<file path="src/rtl/rst_exc_pkg.sv">
package rst_exc_pkg;

  // Low word of the reset vector; the upper word follows the addressing mode.
  localparam logic [31:0] VEC_LOW = 32'hBFC0_0000;

  typedef struct packed {
    logic sr;
    logic erl;
    logic bev;
    logic ts;
  } stat_t;

  typedef struct packed {
    logic rise;   // event starts this cycle
    logic fall;   // event released this cycle
    logic cold;   // event classified cold
  } evt_t;

endpackage

</file>
<file path="src/rtl/rst_exc_sync.sv">
module rst_exc_sync #(
  parameter int STAGES = 2
) (
  input  logic clk,
  input  logic rst_n,
  input  logic req_n,
  output logic act
);
  logic [STAGES-1:0] sh_q;
  logic [STAGES-1:0] sh_d;

  always_comb begin
    sh_d = {sh_q[STAGES-2:0], ~req_n};
  end

  always_ff @(posedge clk or negedge rst_n) begin
    if (!rst_n) sh_q <= '0;
    else        sh_q <= sh_d;
  end

  assign act = sh_q[STAGES-1];
endmodule

</file>
<file path="src/rtl/rst_exc_track.sv">
module rst_exc_track
  import rst_exc_pkg::*;
(
  input  logic clk,
  input  logic rst_n,
  input  logic gen_act,
  input  logic cold_act,
  output evt_t evt
);
  logic any_act;
  logic act_q, act_d;
  logic cold_q, cold_d;

  always_comb begin
    any_act  = gen_act | cold_act;
    act_d    = any_act;
    evt.rise = any_act & ~act_q;
    evt.fall = ~any_act & act_q;
    // a new event restarts the cold record; otherwise it is sticky
    if (evt.rise) cold_d = cold_act;
    else          cold_d = cold_q | cold_act;
    evt.cold = cold_q;
  end

  always_ff @(posedge clk or negedge rst_n) begin
    if (!rst_n) begin
      act_q  <= 1'b0;
      cold_q <= 1'b0;
    end else begin
      act_q  <= act_d;
      cold_q <= cold_d;
    end
  end
endmodule

</file>
<file path="src/rtl/rst_exc_out.sv">
module rst_exc_out
  import rst_exc_pkg::*;
#(
  parameter int ADDR_W = 64
) (
  input  logic              clk,
  input  logic              rst_n,
  input  evt_t              evt,
  input  logic [ADDR_W-1:0] cur_pc,
  input  logic              mode64,
  input  logic              cisa_en,
  input  logic              isa_mode,
  output logic              flush_o,
  output logic              vec_fetch_o,
  output logic [ADDR_W-1:0] vec_addr_o,
  output logic              status_we_o,
  output stat_t             stat_o,
  output logic              epc_we_o,
  output logic [ADDR_W-1:0] epc_o
);
  localparam int HI_W = ADDR_W - 32;

  logic              flush_d;
  logic              vec_d;
  logic [ADDR_W-1:0] vaddr_q, vaddr_d;
  logic              swe_d;
  stat_t             stat_q, stat_d;
  logic              ewe_d;
  logic [ADDR_W-1:0] epc_q, epc_d;
  logic [ADDR_W-1:0] cap_q, cap_d;
  logic              cap_en, vec_en, epc_en;

  always_comb begin
    cap_en  = evt.rise;
    vec_en  = evt.fall;
    epc_en  = evt.fall & ~evt.cold;
    flush_d = evt.rise;
    vec_d   = vec_en;
    swe_d   = vec_en;
    ewe_d   = epc_en;

    cap_d = cap_q;
    if (cap_en) begin
      if (cisa_en) cap_d = {cur_pc[ADDR_W-1:1], isa_mode};
      else         cap_d = cur_pc;
    end

    vaddr_d = vaddr_q;
    stat_d  = stat_q;
    if (vec_en) begin
      vaddr_d    = {{HI_W{mode64}}, VEC_LOW};
      stat_d.sr  = ~evt.cold;
      stat_d.erl = 1'b1;
      stat_d.bev = 1'b1;
      stat_d.ts  = 1'b0;
    end

    epc_d = epc_en ? cap_q : epc_q;
  end

  always_ff @(posedge clk or negedge rst_n) begin
    if (!rst_n) begin
      flush_o     <= 1'b0;
      vec_fetch_o <= 1'b0;
      status_we_o <= 1'b0;
      epc_we_o    <= 1'b0;
      vaddr_q     <= '0;
      stat_q      <= '0;
      epc_q       <= '0;
      cap_q       <= '0;
    end else begin
      flush_o     <= flush_d;
      vec_fetch_o <= vec_d;
      status_we_o <= swe_d;
      epc_we_o    <= ewe_d;
      vaddr_q     <= vaddr_d;
      stat_q      <= stat_d;
      epc_q       <= epc_d;
      cap_q       <= cap_d;
    end
  end

  assign vec_addr_o = vaddr_q;
  assign stat_o     = stat_q;
  assign epc_o      = epc_q;
endmodule

</file>
<file path="src/rtl/rst_exc_seq.sv">
module rst_exc_seq
  import rst_exc_pkg::*;
#(
  parameter int ADDR_W      = 64,
  parameter int SYNC_STAGES = 2
) (
  input  logic              clk,
  input  logic              rst_n,
  input  logic              reset_req_n,
  input  logic              cold_req_n,
  input  logic [ADDR_W-1:0] cur_pc,
  input  logic              mode64,
  input  logic              cisa_en,
  input  logic              isa_mode,
  output logic              flush_o,
  output logic              vec_fetch_o,
  output logic [ADDR_W-1:0] vec_addr_o,
  output logic              status_we_o,
  output logic              stat_sr_o,
  output logic              stat_erl_o,
  output logic              stat_bev_o,
  output logic              stat_ts_o,
  output logic              epc_we_o,
  output logic [ADDR_W-1:0] epc_o
);
  localparam int NREQ = 2;

  logic [NREQ-1:0] req_n;
  logic [NREQ-1:0] req_act;
  evt_t            evt;
  stat_t           stat;

  assign req_n = {cold_req_n, reset_req_n};

  for (genvar i = 0; i < NREQ; i++) begin : g_sync
    rst_exc_sync #(.STAGES(SYNC_STAGES)) u_sync (
      .clk   (clk),
      .rst_n (rst_n),
      .req_n (req_n[i]),
      .act   (req_act[i])
    );
  end

  rst_exc_track u_track (
    .clk      (clk),
    .rst_n    (rst_n),
    .gen_act  (req_act[0]),
    .cold_act (req_act[1]),
    .evt      (evt)
  );

  rst_exc_out #(.ADDR_W(ADDR_W)) u_out (
    .clk         (clk),
    .rst_n       (rst_n),
    .evt         (evt),
    .cur_pc      (cur_pc),
    .mode64      (mode64),
    .cisa_en     (cisa_en),
    .isa_mode    (isa_mode),
    .flush_o     (flush_o),
    .vec_fetch_o (vec_fetch_o),
    .vec_addr_o  (vec_addr_o),
    .status_we_o (status_we_o),
    .stat_o      (stat),
    .epc_we_o    (epc_we_o),
    .epc_o       (epc_o)
  );

  assign stat_sr_o  = stat.sr;
  assign stat_erl_o = stat.erl;
  assign stat_bev_o = stat.bev;
  assign stat_ts_o  = stat.ts;
endmodule

</file>
<file path="config.mk">
export PLATFORM = sky130hd
export DESIGN_NAME = rst_exc_seq
export DESIGN_NICKNAME = d
export VERILOG_FILES = /design/src/rtl/rst_exc_pkg.sv /design/src/rtl/rst_exc_sync.sv /design/src/rtl/rst_exc_track.sv /design/src/rtl/rst_exc_out.sv /design/src/rtl/rst_exc_seq.sv
export SDC_FILE = /design/constraint.sdc
export NUM_CORES = 1
export LEC_CHECK = 0
export ABC_AREA = 1
export BUFFER_PORTS_ARGS = -buffer_cell sky130_fd_sc_hd__buf_2
export CAP_MARGIN = 10
export CELL_PAD_IN_SITES_DETAIL_PLACEMENT = 1
export CELL_PAD_IN_SITES_GLOBAL_PLACEMENT = 2
export CORE_MARGIN = 5
export CORE_UTILIZATION = 32
export CTS_BUF_LIST = sky130_fd_sc_hd__clkbuf_8
export DETAILED_ROUTE_END_ITERATION = 10
export GPL_TIMING_DRIVEN = 0
export PLACE_DENSITY_LB_ADDON = 0.1
export SKIP_CTS_REPAIR_TIMING = 1
export SYNTH_ARGS = -nofsm -noshare
export SYNTH_HDL_FRONTEND = slang
export SYNTH_SLANG_ARGS = --single-unit
export TNS_END_PERCENT = 1
</file>
<file path="constraint.sdc">
create_clock -name clk -period 1.9 [get_ports clk]
set_clock_uncertainty 0.1 [all_clocks]
set_input_delay 0.095 -clock clk [delete_from_list [all_inputs] [get_ports clk]]
set_output_delay 0.095 -clock clk [all_outputs]
set_load 0.03 [all_outputs]
</file>
==> results by group <==
Critical path
  – Origin of the critical flop-to-flop path: u_track.cold_q
  – Critical path capture point: vec_addr_o[59]
  – Critical path endpoint category: output pin
  – Critical path origin: u_out.vec_addr_o[32]
  – Setup CP Type: flop to output pin
  – CP Data Arrival Time: 1.50 ns
  – Worst setup SP type: flop
  – R2R cell count: 5
  – Critical Path RT: between 1.5 and 2 ns
  – Max FO, Critical Path: 33
  – Reg-to-reg endpoint: u_out.epc_o[27]
  – Reg-to-reg slack, setup: approximately 0.29 ns

Layout
  – Layout cells sized above 1: 0.324
  – Area growth syn-to-layout: 41.9%
  – Design area: around 8400 um^2
  – Nets@finish: about 1000
  – Antenna Cells: 0

Detailed routing
  – Routed vias: ~5300
  – Pre-antenna DRT Iters: 4
  – Detail Route Antenna Nets: 0
  – Routed vias/inst: roughly 4.4
  – Drt wl/cell: between 10 and 15 um
  – Routed wire length: 17.8 mm
  – DRC Markers: 0
  – DRT iter0 DRCs: around 250

Global route
  – First-pass GRT wire length: between 20 and 30 mm
  – Vias in the first global route: ~5500
  – Antenna violations before repair: 0
  – Largest net degree at the start of global routing: 72
  – Total track usage: 0.165
  – Grt ovf: 0

Timing
  – Period minus WS final: between 1.5 and 2 ns
  – Slew HR: 0.547
  – Max Fclk: roughly 590 MHz
  – Final setup viols: 0
  – Period utilization: 0.893
  – Fin. Hold Viols: 0
  – Final Worst Setup Slack: roughly 0.2 ns
  – RSZ-0062 raised after global routing: no
  – Hold WS: 0.130 ns
  – Post-route setup TNS: 0 ns
  – Worst Max-Slew Pin Slew: a little under 0.7 ns
  – Slew Viols, Final: 0

Yosys
  – Synth Register Bits: 140
  – Largest area contributor in the netlist: dfrtp_1
  – Mean post-synth cell area: about 9.0 um^2
  – Synth unique cells: 13
  – Synth Instances: between 600 and 700
  – Seq/Total Area, Yosys: 0.590
  – Synth top area share: 0.590
  – Post-Syn Area: approximately 5900 um^2
  – Main area contributors after synthesis: dfrtp_1, nand2_1, buf_4
  – Yosys warning total: 0

Clocking
  – Clock network latency to the later pin of the worst-skew pair: 0.44 ns
  – H-tree lvl count: 4
  – Total CTS buffers: 17
  – Clock Sinks: 140
  – CTS tree: yes
  – Clock slew at reported path FFs: about 0.080 ns
  – Clock root cell: clkbuf_8
  – Max clock buf depth: 2

Pwr
  – Cell Pwr Density: 1140 nW/um^2
  – P_leak: 4.81 nW
  – Worst VDD drop: 0.000504 V
  – Power Total: between 9 and 10 mW

Place
  – # port buffers: between 150 and 200
  – Post-DP HPWL: 12.6 mm
  – GPL Wtd Cong: just under 0.8
  – Cell Area, Placed: about 7300 um^2
  – Pre-CTS WS: a little over 0.3 ns

Floorplan
  – Std-Cell Rows: between 40 and 50
  – Die width: between 100 and 150 um
  – Initial Utilization: 0.328
  – Num ports: between 200 and 250
  – Die height: roughly 150 um
  – Core footprint: about 18000 um^2
  – Die area: 21400 um^2

Status
  – Status: finished, final reports clean

Hold path
  – Hold Path Class: input port to asynchronous set/reset pin

Flow run
  – Max-cap check violation count: 0
## worst min path at each step
stage	endpoint	slack (ns)	depth (start not counted)
finish	u_out.cap_q[62]	0.13	2
global placement	g_sync[1].u_sync.sh_q[0]	0.16	2
floorplan	g_sync[0].u_sync.sh_q[0]	-0.30	0
CTS	u_out.cap_q[62]	-0.43	1
global route	u_out.cap_q[62]	0.18	2
detailed placement	u_out.cap_q[62]	0.06	1
## cells in the mapped netlist
cell      instances
nor2_2            1
nand4_1          64
nand3_1           1
buf_6             4
nand2_1         332
nor2_1            1
dfrtp_1         140
inv_1            10
buf_2            25
buf_4            68
o21ai_0           1
conb_1            1
clkbuf_1         11
## where the power goes
group	leakage (nW)	total, mW	internal (mW)	switching (mW)
registers	1.75	3.94	3.58	0.367
clock network	0.245	2.89	1.75	1.14
logic	2.81	2.79	0.912	1.88
## worst max-delay path: stages (launching register included)
cell and delay (ns):
dfrtp_2 0.68, buf_4 0.19, buf_2 0.19
## flip-flops by register name, indices dropped and copies added (netlist names), 2 cells and up
signal	count
u_out.epc_o	64
u_out.vec_addr_o	2
g_sync.u_sync.sh_q	4
u_out.cap_q	64
## through the flow
stage,cells,utilization
6_report,1194,0.466
5_1_grt,1194,0.466
4_1_cts,1125,0.427
3_5_place_dp,1094,0.401
3_3_place_gp,1093,0.399
2_1_floorplan,682,-
## routing by layer
metal  wire length [um]  GRT usage
met5                  0          0
met4                200     0.0517
met3               1100     0.0452
met2               8780      0.272
met1               7760      0.211
## layout make-up
type                    count  area (um^2)
flip-flops and latches    140         3500
inverters                  10         37.5
clock inverters            12          218
repair buffers            252         1640
plain buffers             108          722
well taps                 229          287
multi-input cells         424         1760
fillers                  2152         9660
clock buffers              19          262
## placed cells by master, fill, tap and decap left out, drive strengths merged
master       instances
nand2              332
buf                280
dfrtp              140
dlygate4sd3         69
nand4               64
clkbuf              30
conb                24
inv                 10
bufinv               6
clkinv               6
nor2                 2
nand3                1
o21ai                1
## cell families after synthesis
logic type	synth area share
and+or+nand+nor	0.280
DFF	0.590
buffers and inverters	0.128
AOI/OAI and AO/OA	0.000843
other	0.000632
Note: power is estimated with default switching activity, not from simulation.
